<file path="config.mk">
export PLATFORM = sky130hd
export DESIGN_NAME = ppa_adder
export DESIGN_NICKNAME = d
export VERILOG_FILES = /design/src/rtl/ppa_pkg.sv /design/src/rtl/ppa_pg_column.sv /design/src/rtl/ppa_prefix_level.sv /design/src/rtl/ppa_sum_stage.sv /design/src/rtl/ppa_adder.sv
export SDC_FILE = /design/constraint.sdc
export NUM_CORES = 1
export LEC_CHECK = 0
export BUFFER_PORTS_ARGS = -buffer_cell sky130_fd_sc_hd__buf_2
export CAP_MARGIN = 10
export CELL_PAD_IN_SITES_DETAIL_PLACEMENT = 0
export CELL_PAD_IN_SITES_GLOBAL_PLACEMENT = 1
export CORE_AREA = 5 5 104 106
export DETAILED_ROUTE_END_ITERATION = 7
export DIE_AREA = 0 0 109 111
export PLACE_DENSITY = 0.89
export SYNTH_ARGS = -nofsm -noshare
export SYNTH_HDL_FRONTEND = slang
export SYNTH_HIERARCHICAL = 1
export SYNTH_SLANG_ARGS = --single-unit
</file>
<file path="constraint.sdc">
create_clock -name vclk -period 1.45
set_clock_uncertainty 0.15 [all_clocks]
set_input_delay 0 -clock vclk [all_inputs]
set_output_delay 0 -clock vclk [all_outputs]
set_load 0.02 [all_outputs]
</file>
<file path="src/rtl/ppa_pkg.sv">
// Package: shared helpers for the parallel prefix adder.
// Holds the span merge rule so each level applies the same equation.
package ppa_pkg;

    // Merge an upper span with the span directly below it; returns {g, p}.
    function automatic logic [1:0] span_merge(
        input logic g_hi,
        input logic p_hi,
        input logic g_lo,
        input logic p_lo
    );
        logic g_out;
        logic p_out;
        g_out = g_hi | (p_hi & g_lo);
        p_out = p_hi & p_lo;
        return {g_out, p_out};
    endfunction

endpackage

</file>
<file path="src/rtl/ppa_pg_column.sv">
// Module: ppa_pg_column
// Forms per-position generate, propagate and half-sum bits.
// Assumes: index 0 of g/p is the carry-in position (below bit 0);
// index i+1 holds operand bit i.
module ppa_pg_column #(
    parameter int WIDTH = 32
) (
    input  logic [WIDTH-1:0] a,
    input  logic [WIDTH-1:0] b,
    input  logic             cin,
    output logic [WIDTH:0]   g,
    output logic [WIDTH:0]   p,
    output logic [WIDTH-1:0] h
);

    // Carry-in position: generates cin, never propagates.
    always_comb begin
        g[0] = cin;
        p[0] = 1'b0;
    end

    for (genvar i = 0; i < WIDTH; i++) begin : g_bit
        // Operand position: generate, propagate and half-sum for bit i.
        always_comb begin
            g[i+1] = a[i] & b[i];
            p[i+1] = a[i] | b[i];
            h[i]   = a[i] ^ b[i];
        end

        // A generating bit position always propagates as well.
        always_comb begin
            assert_gen_implies_prop_R1: assert (!g[i+1] || p[i+1])
                else $error("R1: bit %0d generates without propagating", i);
        end
    end

endmodule

</file>
<file path="src/rtl/ppa_prefix_level.sv">
// Module: ppa_prefix_level
// One level of the prefix tree: each entry at or above DIST merges with
// the entry DIST below it; lower entries are passed through unchanged.
// Assumes: entry 0 is the carry-in position with propagate 0, and every
// entry below 2*DIST on output covers a span reaching entry 0.
module ppa_prefix_level #(
    parameter int COLS = 33,
    parameter int DIST = 1
) (
    input  logic [COLS-1:0] g_in,
    input  logic [COLS-1:0] p_in,
    output logic [COLS-1:0] g_out,
    output logic [COLS-1:0] p_out
);
    import ppa_pkg::*;

    localparam int REACH = (2 * DIST < COLS) ? 2 * DIST : COLS;

    for (genvar k = 0; k < COLS; k++) begin : g_cell
        if (k >= DIST) begin : g_merge
            // Merge cell: combine span at k with the span ending at k-DIST.
            always_comb begin
                {g_out[k], p_out[k]} = span_merge(g_in[k], p_in[k],
                                                  g_in[k-DIST], p_in[k-DIST]);
            end
        end else begin : g_pass
            // Pass cell: span already reaches the carry-in position.
            always_comb begin
                g_out[k] = g_in[k];
                p_out[k] = p_in[k];
            end
        end
    end

    // Spans that reach the carry-in position can never propagate.
    always_comb begin
        for (int k = 0; k < REACH; k++) begin
            assert_floor_no_prop_R2: assert (p_out[k] == 1'b0)
                else $error("R2: entry %0d reaches carry-in yet propagates", k);
        end
    end

endmodule

</file>
<file path="src/rtl/ppa_sum_stage.sv">
// Module: ppa_sum_stage
// Forms the sum bits from half-sums and carries, and the carry out from
// the top span merged with the carry-in position.
// Assumes: carry[i] is the carry into bit i; g_top/p_top span bits
// WIDTH-1..0 (not the carry-in position).
module ppa_sum_stage #(
    parameter int WIDTH = 32
) (
    input  logic [WIDTH-1:0] h,
    input  logic [WIDTH-1:0] carry,
    input  logic             g_top,
    input  logic             p_top,
    input  logic             cin,
    output logic [WIDTH-1:0] sum,
    output logic             cout
);

    // Sum bits: half-sum XOR incoming carry.
    always_comb begin
        sum = h ^ carry;
    end

    // Carry out: top span generates, or propagates the carry-in.
    always_comb begin
        cout = g_top | (p_top & cin);
    end

endmodule

</file>
<file path="src/rtl/ppa_adder.sv">
// Module: ppa_adder (top)
// Combinational WIDTH-bit adder with carry-in, using a log-depth prefix
// tree of generate/propagate merges; the carry-in sits one position
// below bit 0.
// Assumes: WIDTH is a power of two, at least 2.
module ppa_adder #(
    parameter int WIDTH = 32
) (
    input  logic [WIDTH-1:0] a,
    input  logic [WIDTH-1:0] b,
    input  logic             cin,
    output logic [WIDTH-1:0] sum,
    output logic             cout
);

    localparam int LEVELS = $clog2(WIDTH);
    localparam int COLS   = WIDTH + 1;

    // Width guard: only powers of two are accepted.
    if (WIDTH < 2 || (1 << LEVELS) != WIDTH) begin : g_bad_width
        $error("ppa_adder: WIDTH must be a power of two >= 2");
    end

    logic [COLS-1:0]  g_lvl [LEVELS+1];
    logic [COLS-1:0]  p_lvl [LEVELS+1];
    logic [WIDTH-1:0] half;
    logic [WIDTH-1:0] carry;

    ppa_pg_column #(.WIDTH(WIDTH)) u_pg (
        .a   (a),
        .b   (b),
        .cin (cin),
        .g   (g_lvl[0]),
        .p   (p_lvl[0]),
        .h   (half)
    );

    for (genvar l = 0; l < LEVELS; l++) begin : g_level
        ppa_prefix_level #(.COLS(COLS), .DIST(1 << l)) u_level (
            .g_in  (g_lvl[l]),
            .p_in  (p_lvl[l]),
            .g_out (g_lvl[l+1]),
            .p_out (p_lvl[l+1])
        );
    end

    // Carry into bit i is the final generate of entry i (span i-1..-1).
    always_comb begin
        carry = g_lvl[LEVELS][WIDTH-1:0];
    end

    ppa_sum_stage #(.WIDTH(WIDTH)) u_sum (
        .h     (half),
        .carry (carry),
        .g_top (g_lvl[LEVELS][WIDTH]),
        .p_top (p_lvl[LEVELS][WIDTH]),
        .cin   (cin),
        .sum   (sum),
        .cout  (cout)
    );

    // Carries obey the bitwise ripple recurrence from the operand bits.
    always_comb begin
        assert_carry_base_R2: assert (carry[0] == cin)
            else $error("R2: carry into bit 0 differs from cin");
        for (int i = 1; i < WIDTH; i++) begin
            assert_carry_chain_R4: assert (carry[i] ==
                ((a[i-1] & b[i-1]) | ((a[i-1] | b[i-1]) & carry[i-1])))
                else $error("R4: carry into bit %0d inconsistent", i);
        end
    end

    // Result matches the behavioural sum at the ports.
    always_comb begin
        assert_sum_value_R5: assert (sum == WIDTH'(a + b + WIDTH'(cin)))
            else $error("R5: sum mismatch");
        assert_carry_out_R6: assert (cout ==
            (((a[WIDTH-1] & b[WIDTH-1]) | ((a[WIDTH-1] | b[WIDTH-1]) & carry[WIDTH-1]))))
            else $error("R6: carry out mismatch");
    end

endmodule

</file>
; ---- Yosys cells after proc, flatten, opt, wreduce, memory -nomap -nowiden
; Index checks and enable logic that the tools add are counted.
[classes]
bitwise_logic = 470
[ops]
columns = cell, count
row1 = $and 1x1->1, 270
row2 = $or 1x1->1, 167
row3 = $xor 1x1->1, 32
row4 = $xor 32x32->32, 1
[word_totals]
register_bits = 0
in_bits = 65
word_cells = 470

; ---- Logic depth before layout (Yosys ltp)
[depth]
depth_word = 12
depth_mapped = 9
mapped_depth_nobuf = 9

; ---- Modules after synthesis
; Netlist, hierarchy kept.
[modules_own_cells]
columns = mod, instances, cells_per_inst, area_per_inst_um2
row1 = ppa_pg_column, 1, 163, 1179.9
row2 = ppa_prefix_level at g_level[3].u_level, 1, 66, 481.7
row3 = ppa_prefix_level at g_level[4].u_level, 1, 66, 476.7
row4 = ppa_prefix_level at g_level[2].u_level, 1, 66, 464.2
row5 = ppa_prefix_level at g_level[1].u_level, 1, 66, 459.2
row6 = ppa_prefix_level at g_level[0].u_level, 1, 66, 457.9
row7 = ppa_sum_stage, 1, 33, 287.8

; ---- Worst setup path after synthesis
; OpenSTA, ideal clock, no wires.
[synth_timing]
kind = input port to output port
start = in a[22]
end = out sum[30]
arrival_time_ns = 1.407
path_slack_ns = -0.107
path_stages = 9
path_cell_list = inv_1 > ha_1 > inv_1 > and2_1 > and2_1 > and2_1 > and2_2 > a21o_1 > xor2_1
[synth_lines]
columns = element, line
row1 = "start, declared", ppa_adder.sv:9  ; input logic [WIDTH-1:0] a,
row2 = "end, declared", ppa_adder.sv:12  ; output logic [WIDTH-1:0] sum,

==> out/summary.txt <==
Post-Route WL - 10,500 um
Mapped cell area - 0.003353 sq mm
Min Hold Slack - 0.3094 ns
Slew Limit Fails - 0
Filler instances - 863
Worst setup margin - -0.2706 ns
Final TNS setup - -5.107 ns
Overall Power - 0.002660 W
Vias in the first global route - 3,494
DRC - 0
DR iter-0 viols - 76
Core area - 0.009684 sq mm
HPWL Detailed - 8531 um
Setup-failing EPs final - 26
Post-route cell area - 0.005311 sq mm
First-pass GRT wire length - 16,750 um
Post-route ant nets - 0
Global Route Usage Sum - 16.95%
Area grow syn2layout - 58.40%
Drt pass-1 iters - 4
Critical path arrival - 1.57 ns
Worst-case vdd ir drop - 358.4 uV
Syn nets - 591
Static Leak - 2.956 nW
Initial antenna violation count - 0
Cells after Synth - 462
Critical Path End Type - output pin
Port bufs - 98
GPL Wtd Cong - 0.8946
Hold-fix buffers at CTS - 0
Die footprint - 0.01210 sq mm
Pin count of the biggest net entering global routing - 7
# diodes - 0
Layout Nets - 680
Worst hold path type - in -> out
Slew headroom - 89.83%
Crit share post-route - 118.7%
DR WL/cell - 15.39 um
Share of cells above drive strength 1 - 62.48%
Status - finished, violations left
Most common cell after layout, fill and taps aside - a21o_1
Via density - 4.595
Die Span Y - 111 um
Die Span X - 109 um
Global route overflow - 0
Syn. warnings - 6
Max cap viols - 0
Failing checks - setup timing
Final-layout clock buffer total - 0
Pwr/cell area - 500.9 mW/mm^2
DP Area - 0.004123 sq mm
RSZ-0062 raised after global routing - yes
Final min period - 1.721 ns
Critical path type - in -> out
Rows - 36
Worst path required time - 1.30 ns
I/O pin total - 98
Commonest non-fill, non-tap cells in the layout - a21o_1, buf_6, inv_2
Worst-Margin Slew - 0.1524 ns
Pre-CTS worst setup slack - -0.3392 ns
Storage cell area - 0 sq um
Mean post-synth cell area - 7.258 sq um
Via count - 3,134
Max Fclk - 581.2 MHz
Initial Utilization - 34.63%
Startpoint Class - input pin
Final-report hold violation count - 0
Seq cells - 0
Crit Path Max Fanout - 2
-- area by class of cell --
cell class	count	area, sq um	share of cell area, %
Inverter	96	430.4	8.104
Multi-Input combinational cell	334	3553	66.90
Tap cell	133	166.4	3.133
Timing Repair Buffer	119	1161	21.86
-- critical path, cell delays in order --
cell    delay, ns
buf_8        0.10
inv_4        0.05
ha_4         0.12
inv_2        0.03
a21o_1       0.20
a21o_1       0.20
a21o_1       0.19
a21o_1       0.19
a21o_1       0.19
xor2_2       0.15
buf_6        0.14
-- metrics by stage --
step | instances | util [%]
after global placement | 680 | 42.57
after CTS | 682 | 52.57
after detailed placement | 680 | 42.57
final | 682 | 54.85
after global routing | 682 | 54.85
after floorplan | 462 | -
-- power breakdown --
group | switching, W | leakage (nW) | total [W] | internal, W
registers | 0 | 0 | 0 | 0
logic | 0.00126 | 2.96 | 0.00266 | 0.00140
clock network | 0 | 0 | 0 | 0
-- timing repair --
action | 4_1_cts | 5_1_grt
pin swaps | 74 | 67
resized for setup | 301 | 76
setup endpoints to repair | 29 | 29
buffers inserted | 2 | 1
-- worst paths after layout --
| kind | start | cells after the start | to |
|---|---|---|---|
| hold / removal | cin | 4 | sum[0] |
| setup / recovery | b[0] | 11 | sum[31] |
-- routing by layer --
layer / global-route usage [%] / wire length, um / up-vias
li1: - / - / 1587
met1: 20.33 / 4340 / 1457
met2: 32.56 / 5451 / 80
met3: 1.631 / 535 / 10
met4: 2.189 / 167 / 0
met5: 0 / 0 / -
(Power assumes the default switching activity.)
